$ cat config.mk
export PLATFORM = sky130hd
export DESIGN_NAME = dma_cpu_arbiter
export DESIGN_NICKNAME = d
export VERILOG_FILES = /design/src/rtl/arb_pkg.sv /design/src/rtl/arb_level_select.sv /design/src/rtl/arb_rr_pick.sv /design/src/rtl/arb_cpu_resolve.sv /design/src/rtl/dma_cpu_arbiter.sv
export SDC_FILE = /design/constraint.sdc
export NUM_CORES = 1
export LEC_CHECK = 0
export BUFFER_PORTS_ARGS = -buffer_cell sky130_fd_sc_hd__buf_2
export CAP_MARGIN = 20
export CORE_UTILIZATION = 39
export DETAILED_ROUTE_END_ITERATION = 16
export GPL_ROUTABILITY_DRIVEN = 1
export PLACE_DENSITY = 0.7
export SYNTH_ARGS = -nofsm -noshare
export SYNTH_HDL_FRONTEND = slang
export SYNTH_SLANG_ARGS = --single-unit
$ cat constraint.sdc
create_clock -name clk -period 8.8 [get_ports clk]
set_input_delay 0.88 -clock clk [delete_from_list [all_inputs] [get_ports clk]]
set_output_delay 0.88 -clock clk [all_outputs]
set_load 0.005 [all_outputs]
$ cat src/rtl/arb_pkg.sv
package arb_pkg;

    localparam int PRIO_W = 2;

    typedef enum logic [1:0] {
        LVL_LOW    = 2'd0,
        LVL_NORMAL = 2'd1,
        LVL_HIGH   = 2'd2
    } lvl_e;

    // Codes 10 and 11 both mean high.
    function automatic lvl_e decode_lvl(input logic [PRIO_W-1:0] code);
        case (code)
            2'b00:   return LVL_LOW;
            2'b01:   return LVL_NORMAL;
            default: return LVL_HIGH;
        endcase
    endfunction

endpackage

$ cat src/rtl/arb_level_select.sv
module arb_level_select
    import arb_pkg::*;
#(
    parameter int NCH = 5
) (
    input  logic [NCH-1:0]        req,
    input  logic [PRIO_W*NCH-1:0] prio,
    output lvl_e                  top_lvl,
    output logic [NCH-1:0]        cand,
    output logic                  any_req
);
    lvl_e lvl [NCH];

    for (genvar g = 0; g < NCH; g++) begin : g_dec
        assign lvl[g] = decode_lvl(prio[PRIO_W*g +: PRIO_W]);
    end

    always_comb begin
        top_lvl = LVL_LOW;
        any_req = |req;
        for (int i = 0; i < NCH; i++) begin
            if (req[i] && (lvl[i] > top_lvl)) top_lvl = lvl[i];
        end
        for (int i = 0; i < NCH; i++) begin
            cand[i] = req[i] && (lvl[i] == top_lvl);
        end
    end
endmodule

$ cat src/rtl/arb_rr_pick.sv
module arb_rr_pick #(
    parameter int NCH = 5,
    localparam int PW = (NCH > 1) ? $clog2(NCH) : 1
) (
    input  logic           clk,
    input  logic           rst,
    input  logic [NCH-1:0] cand,
    input  logic           granted,
    output logic [PW-1:0]  win_idx,
    output logic           tie
);
    logic [PW-1:0] ptr_q;

    always_comb begin
        logic found;
        found   = 1'b0;
        win_idx = '0;
        for (int k = 0; k < NCH; k++) begin
            int j;
            j = int'(ptr_q) + k;
            if (j >= NCH) j = j - NCH;
            if (!found && cand[j]) begin
                found   = 1'b1;
                win_idx = PW'(j);
            end
        end
        tie = ($countones(cand) > 1);
    end

    always_ff @(posedge clk) begin
        if (rst) begin
            ptr_q <= '0;
        end else if (granted && tie) begin
            ptr_q <= (int'(win_idx) == NCH - 1) ? '0 : win_idx + 1'b1;
        end
    end
endmodule

$ cat src/rtl/arb_cpu_resolve.sv
module arb_cpu_resolve
    import arb_pkg::*;
(
    input  logic clk,
    input  logic rst,
    input  logic cpu_req,
    input  logic dma_any,
    input  lvl_e top_lvl,
    output logic cpu_win,
    output logic dma_win
);
    logic tog_q;
    logic normal_conflict;

    always_comb begin
        normal_conflict = cpu_req && dma_any && (top_lvl == LVL_NORMAL);
        dma_win = !rst && dma_any &&
                  (!cpu_req || (top_lvl == LVL_HIGH) ||
                   ((top_lvl == LVL_NORMAL) && !tog_q));
        cpu_win = !rst && cpu_req && !dma_win;
    end

    always_ff @(posedge clk) begin
        if (rst) tog_q <= 1'b0;
        else     tog_q <= normal_conflict ? !tog_q : 1'b0;
    end
endmodule

$ cat src/rtl/dma_cpu_arbiter.sv
module dma_cpu_arbiter
    import arb_pkg::*;
#(
    parameter int NCH = 5,
    localparam int PW = (NCH > 1) ? $clog2(NCH) : 1
) (
    input  logic                  clk,
    input  logic                  rst,
    input  logic                  cpu_req,
    input  logic [NCH-1:0]        dma_req,
    input  logic [PRIO_W*NCH-1:0] dma_prio,
    output logic                  cpu_gnt,
    output logic [NCH-1:0]        dma_gnt
);
    lvl_e          top_lvl;
    logic [NCH-1:0] cand;
    logic          dma_any;
    logic [PW-1:0] win_idx;
    logic          tie;
    logic          dma_win;

    arb_level_select #(.NCH(NCH)) u_lvl (
        .req     (dma_req),
        .prio    (dma_prio),
        .top_lvl (top_lvl),
        .cand    (cand),
        .any_req (dma_any)
    );

    arb_rr_pick #(.NCH(NCH)) u_rr (
        .clk     (clk),
        .rst     (rst),
        .cand    (cand),
        .granted (dma_win),
        .win_idx (win_idx),
        .tie     (tie)
    );

    arb_cpu_resolve u_res (
        .clk     (clk),
        .rst     (rst),
        .cpu_req (cpu_req),
        .dma_any (dma_any),
        .top_lvl (top_lvl),
        .cpu_win (cpu_gnt),
        .dma_win (dma_win)
    );

    always_comb begin
        for (int i = 0; i < NCH; i++) begin
            dma_gnt[i] = dma_win && (win_idx == PW'(i));
        end
    end
endmodule

==> results of run 1 <==
==> through the flow <==
stage	utilization	TNS, ps	setup WS, ps	instances
2_1_floorplan	-	0	430	310
3_3_place_gp	0.460	-50.4	-35.6	412
3_5_place_dp	0.460	-341	-181	412
4_1_cts	0.469	0	3.36	415
5_1_grt	0.523	-314	-133	435
6_report	0.523	0	214	435
==> state kept, by name, summed over array words and instances, names as in the netlist <==
| signal | flops |
|---|---|
| u_rr.ptr_q | 3 |
| u_res.tog_q | 1 |
==> power by group through the flow <==
stage | Clock [mW] | Combinational (mW) | Sequential [mW]
floorplan | 0 | 0.378 | 0.0258
global placement | 0 | 0.478 | 0.0329
detailed placement | 0 | 0.485 | 0.0332
CTS | 0.0405 | 0.497 | 0.0330
global route | 0.0433 | 0.646 | 0.0343
finish | 0.0400 | 0.589 | 0.0329
==> cell usage after synthesis, drive strengths merged (3+ instances only) <==
cell type	number
nor4	4
nor3	12
inv	21
o211a	4
and2	7
nand4	3
dfxtp	4
o21ai	17
or2	3
nor2b	11
clkbuf	10
mux2i	8
buf	3
nor2	24
xnor2	7
a21o	3
o22ai	3
o211ai	4
and3	6
a211oi	7
nand3b	5
nand2	34
a31o	3
nor4b	3
o2111ai	6
or3	3
a221oi	3
ha	22
a21oi	21
nand2b	6
nand3	8
==> final cells by class <==
class	instances	area, µm²	share of cell area
multi-input combinational	271	2180	0.753
timing repair buffer	63	419	0.145
tap	72	90.1	0.0311
inverter	22	85.1	0.0294
sequential	4	80.1	0.0276
clock buffer	3	41.3	0.0142
==> worst paths after layout <==
check        cells after the start  slack, ps            end
max                             37        210     dma_gnt[4]
min                              1        410    u_res.tog_q
max reg2reg                     19       3520  u_rr.ptr_q[2]
min reg2reg                      1        410    u_res.tog_q
==> repair_timing <==
item                                    4_1_cts  5_1_grt
buffers inserted                              0       20
pin swaps                                     1       24
endpoints found under the setup margin        3        5
endpoints found under the hold margin         0        0
resized for setup                             3       29
==> worst max-delay path, delay by kind of cell <==
family                     cells  cell delay [ps]
muxes                          2              580
buffers and inverters          5              400
and+or+nand+nor               14             2270
AOI/OAI and AO/OA             11             2310
adders and majority gates      5             1250
==> kinds of logic after synthesis <==
group                    Yosys count
adder cells (fa/ha/maj)           24
multiplexers                      10
XOR/XNOR                           7
flip-flops                         4
buffers and inverters             35
AND/OR/NAND/NOR                  134
AO/OA/AOI/OAI                     96
==> cells in the final DEF, fill, tap and decap left out, types with 5 or more instances in the layout <==
cell,count
inv_1,18
and3_1,6
nand3_1,8
a21oi_1,19
o2111ai_1,6
mux2i_1,5
buf_4,39
a211oi_1,5
and2_1,6
buf_2,23
nor2_1,22
nor2b_1,7
nand2_1,31
nand2b_1,6
xnor2_1,7
o21ai_0,15
nor3_1,11
ha_1,19
==> metal layers <==
layer	track usage	vias to the layer above
met4	0.111	0
met5	0	-
met3	0.0221	26
li1	-	1272
met2	0.345	137
met1	0.287	1240
==> impl_metrics.tcl, run 1 <==
set metrics [dict create \
    status "complete, no violations" \
    synth.area.mux_share 0.0526 \
    die_area_um2 6100 \
    whs_ps 415 \
    rows 27 \
    power_mw 0.662 \
    end_kind "output port" \
    drt-initial-drc-count 232 \
    switching_share 0.515 \
    postRouteWirelength_mm 7.16 \
    final_cell_area_um2 2900 \
    cts.root.buffer_cell "clkbuf_8" \
    drive_above_1_share 0.333 \
    worst_pin_slew_ps 839 \
    numClockSinks 4 \
    antenna_found_initial 0 \
    setup_viol 0 \
    leakage_nw 1.26 \
    critical_path.max_fanout 4 \
    io_pins 24 \
    relSlewSlack 0.437 \
    first_pass_iters 5 \
    r2r-start "u_rr.ptr_q[0]" \
    synthAdderAreaFrac 0.140 \
    power_density_nw_per_um2 228 \
    cts_buffer_depth 2 \
    hold_viol 0 \
    cp_data_required_time_ps 7920 \
    synth_nets 352 \
    synth-xor-area-share 0.0271 \
    synth_edf_count 0 \
    area_growth_pct 28.3 \
    hold_buffers 0 \
    groute.usage.overall 0.216 \
    cts_tree "built" \
    maxCapViolCount 0 \
    wl_met2_mm 3.35 \
    power_switching_mw 0.341 \
    clkPwrFrac 0.060 \
    overflow 0 \
    power_frac_comb 0.890 \
    synthTopCellsByArea "ha_1, nand2_1, a21oi_1, nor2_1, dfxtp_1" \
    dr_total_vias 2675 \
    n_fill_cell 530 \
    hold_class "reg2reg" \
    gp_congestion 0.961 \
    irDropWorstVdd_uv 258 \
    ys_ff_latch 4 \
    ys_seq_area_frac 0.0355 \
    clock_latency_ps 220 \
    route.met3.wl_um 493 \
    layout_min_cycle_time_ps 8590 \
    maxUsedRoutingLayer "met4" \
    core_um2 5540 \
    clkTransAtPathRegs_ps 30 \
    final_nets 407 \
    synth_warnings 0 \
    finalCritPeriodShare 0.976 \
    grt_pass1_vias 2387 \
    slowest_stage "or4_4" \
    cp.arrival_ps 7710 \
    crit_top_cell "ha_1" \
    grt_max_degree 16 \
    cpPeakStageDelay_ps 430 \
    wl_met1_mm 3.07 \
    synth_top_area_frac 0.122 \
    finClkSkew_ps 6.39 \
    synth_cell_type_count 82 \
    crit_start "dma_prio[0]" \
    seq_power_share 0.050 \
    h-tree-depth 1 \
    drc 0 \
    synth_top_family_by_area "compound AO/OA/AOI/OAI gates" \
    power.internal_mw 0.321 \
    yosysTopAreaCell "ha_1" \
    dp.final_hpwl_mm 5.29 \
    fmax_ghz 0.116 \
    start_kind "primary input" \
    min_from "u_res.tog_q" \
    start_util 0.408 \
    cts_buffers 3 \
    synth_cells 310 \
    wl_per_cell_um 16.5 \
    synth-async-reset-ratio 0 \
    slew_viol_final 0 \
    place_area_um2 2550 \
    die_x_um 78.1 \
    ys.flop_type "dfxtp_1" \
    grt_pass1_wl_mm 10.7 \
    port_buffers 23 \
    die_y_um 78.1 \
    antenna-diode-count 0 \
    synthSimpleGateAreaFrac 0.328 \
    path_class "in2out" \
    postSynthAreaPerCell_um2 7.29 \
    drtAntennaViolNets 0 \
    via_per_inst 6.15 \
    syn_area_um2 2260 \
    synth_compound_area_frac 0.351 \
]
Note: power is estimated with default switching activity, not from simulation.
==> run 2, diff against run 1 <==
--- a/config.mk
+++ b/config.mk
@@ -7,10 +7,10 @@
 export LEC_CHECK = 0
 export BUFFER_PORTS_ARGS = -buffer_cell sky130_fd_sc_hd__buf_2
 export CAP_MARGIN = 20
-export CORE_UTILIZATION = 39
+export CORE_UTILIZATION = 45
 export DETAILED_ROUTE_END_ITERATION = 16
 export GPL_ROUTABILITY_DRIVEN = 1
-export PLACE_DENSITY = 0.7
+export PLACE_DENSITY = 0.77
 export SYNTH_ARGS = -nofsm -noshare
 export SYNTH_HDL_FRONTEND = slang
 export SYNTH_SLANG_ARGS = --single-unit
==> run 2 against run 1 <==
Hold slack better by 12 ps; sequential share of layout area is 0.10 points higher; setup slack better by 90 ps; non-clock buffer count is 10 lower; combinational power is 3.9% lower; die area is 13% lower; cell count is 3.4% lower; largest cell class unchanged; highest routed layer unchanged.
==> impl_metrics.tcl, run 2 (synthesis results as in run 1) <==
set metrics [dict create \
    gp_congestion 0.964 \
    path_class "in2out" \
    top_regs "u_rr.ptr_q: 3 flops, u_res.tog_q: 1 flops" \
    finClkSkew_ps 3.53 \
    worstRegToRegCells 19 \
    relSlewSlack 0.411 \
    wl_per_cell_um 15.8 \
    clock_latency_ps 220 \
    dr_total_vias 2558 \
    instances_no_fill 420 \
    fmax_ghz 0.118 \
    drive_above_1_share 0.292 \
    core_um2 4790 \
    io_pins 24 \
    hold_viol 0 \
    n_fill_cell 449 \
    worst_pin_slew_ps 877 \
    antenna-diode-count 0 \
    start_util 0.472 \
    postRouteWirelength_mm 6.65 \
    layout_min_cycle_time_ps 8500 \
    start_kind "primary input" \
    r2r-start "u_rr.ptr_q[0]" \
    finalCritPeriodShare 0.965 \
    slew_viol_final 0 \
    die_area_um2 5310 \
    antenna_found_initial 0 \
    largest_register_ffs 3 \
    drc 0 \
    cpPeakStageDelay_ps 330 \
    drt-initial-drc-count 169 \
    first_pass_iters 4 \
    die_y_um 72.8 \
    grt_max_degree 16 \
    rows 25 \
    slowest_stage "a32oi_4" \
    drtAntennaViolNets 0 \
    overflow 0 \
    irDropWorstVdd_uv 222 \
    via_per_inst 6.09 \
    endpoint "dma_gnt[3]" \
    setup_viol 0 \
    mostFrequentLayoutCell "nand2_1" \
    port_buffers 23 \
    die_x_um 72.8 \
    crit_start "dma_prio[1]" \
    critical_path.max_fanout 6 \
    reg2reg_to "u_rr.ptr_q[2]" \
    area_growth_pct 23.7 \
    groute.usage.overall 0.251 \
    mostFrequentLayoutCells "nand2_1, buf_4, nor2_1, buf_2, ha_1" \
    hold_class "reg2reg" \
    end_kind "output port" \
    r2r_setup_slack_ps 3300 \
    maxCapViolCount 0 \
    dpl.cell_count 404 \
    cts_buffer_depth 2 \
    fin_util 0.584 \
    h-tree-depth 1 \
    final_nets 397 \
    regMostFlops "u_rr.ptr_q" \
    hold_buffers 0 \
    cp_data_required_time_ps 7920 \
    dp.final_hpwl_mm 5.03 \
    cp.arrival_ps 7620 \
    power_density_nw_per_um2 229 \
    grt_pass1_vias 2402 \
    clkTransAtPathRegs_ps 30 \
    leakage_nw 1.21 \
    cts.root.buffer_cell "clkbuf_8" \
    cts_tree "built" \
    status "complete, no violations" \
    tns_ps 0 \
    cts_buffers 3 \
    grt_pass1_wl_mm 10.8 \
    numClockSinks 4 \
    crit_top_cell "ha_1" \
]
-- run 2: changes by cell type in the layout (fill, tap and decap cells not counted), sizes merged --
cell / before / now
buf: 63 / 53
-- run 2: worst min path at each step --
stage,start,endpoint,slack [ps],cells past startpoint
floorplan,u_res.tog_q,u_res.tog_q,400,1
global placement,u_res.tog_q,u_res.tog_q,410,1
detailed placement,u_res.tog_q,u_res.tog_q,410,1
CTS,u_res.tog_q,u_res.tog_q,420,1
global route,u_res.tog_q,u_res.tog_q,450,1
finish,u_res.tog_q,u_res.tog_q,430,1
-- run 2: report_power, final --
part           total (mW)  switching [mW]  internal, mW
Clock              0.0392          0.0100        0.0292
Sequential         0.0337          0.0122        0.0215
Combinational       0.566           0.308         0.258
Total               0.639           0.331         0.308
-- run 2: worst max-delay path: cells and delay by family --
kind | cells | cell delay, ps
AOI/OAI and AO/OA | 10 | 1950
muxes | 3 | 660
and+or+nand+nor | 12 | 1990
adders and majority gates | 6 | 1420
buffers and inverters | 7 | 730
-- run 2: through the flow --
step	hold WS [ps]	area [µm²]	total power, mW	setup WS [ps]
3_5_place_dp	415	2520	0.517	-103
5_1_grt	447	2790	0.703	-25.5
6_report	427	2790	0.639	304
4_1_cts	419	2590	0.573	60.9
3_3_place_gp	408	2520	0.510	126
2_1_floorplan	400	2260	0.404	430
-- run 2: repair_timing --
| action | in CTS | in global routing |
|---|---|---|
| resized for setup | 4 | 22 |
| gates cloned | 0 | 0 |
| setup endpoints to repair | 2 | 5 |
| pin swaps | 2 | 14 |
| buffers inserted | 2 | 11 |
-- run 2: per-layer routing --
metal  share of wire  track usage  up-vias
met4           0.025       0.0893        0
met3           0.053       0.0152       20
li1                -            -     1254
met1            0.43        0.327     1184
met2            0.49        0.435      100
met5               0            0        -
-- run 2: area by class of cell --
class / instances / area (µm²) / area share
Clock buffer: 3 / 41.3 / 0.0148
Tap cell: 67 / 83.8 / 0.0300
Multi-Input combinational cell: 271 / 2160 / 0.773
Sequential cell: 4 / 80.1 / 0.0287
Timing Repair Buffer: 53 / 344 / 0.123
Inverter: 22 / 85.1 / 0.0305
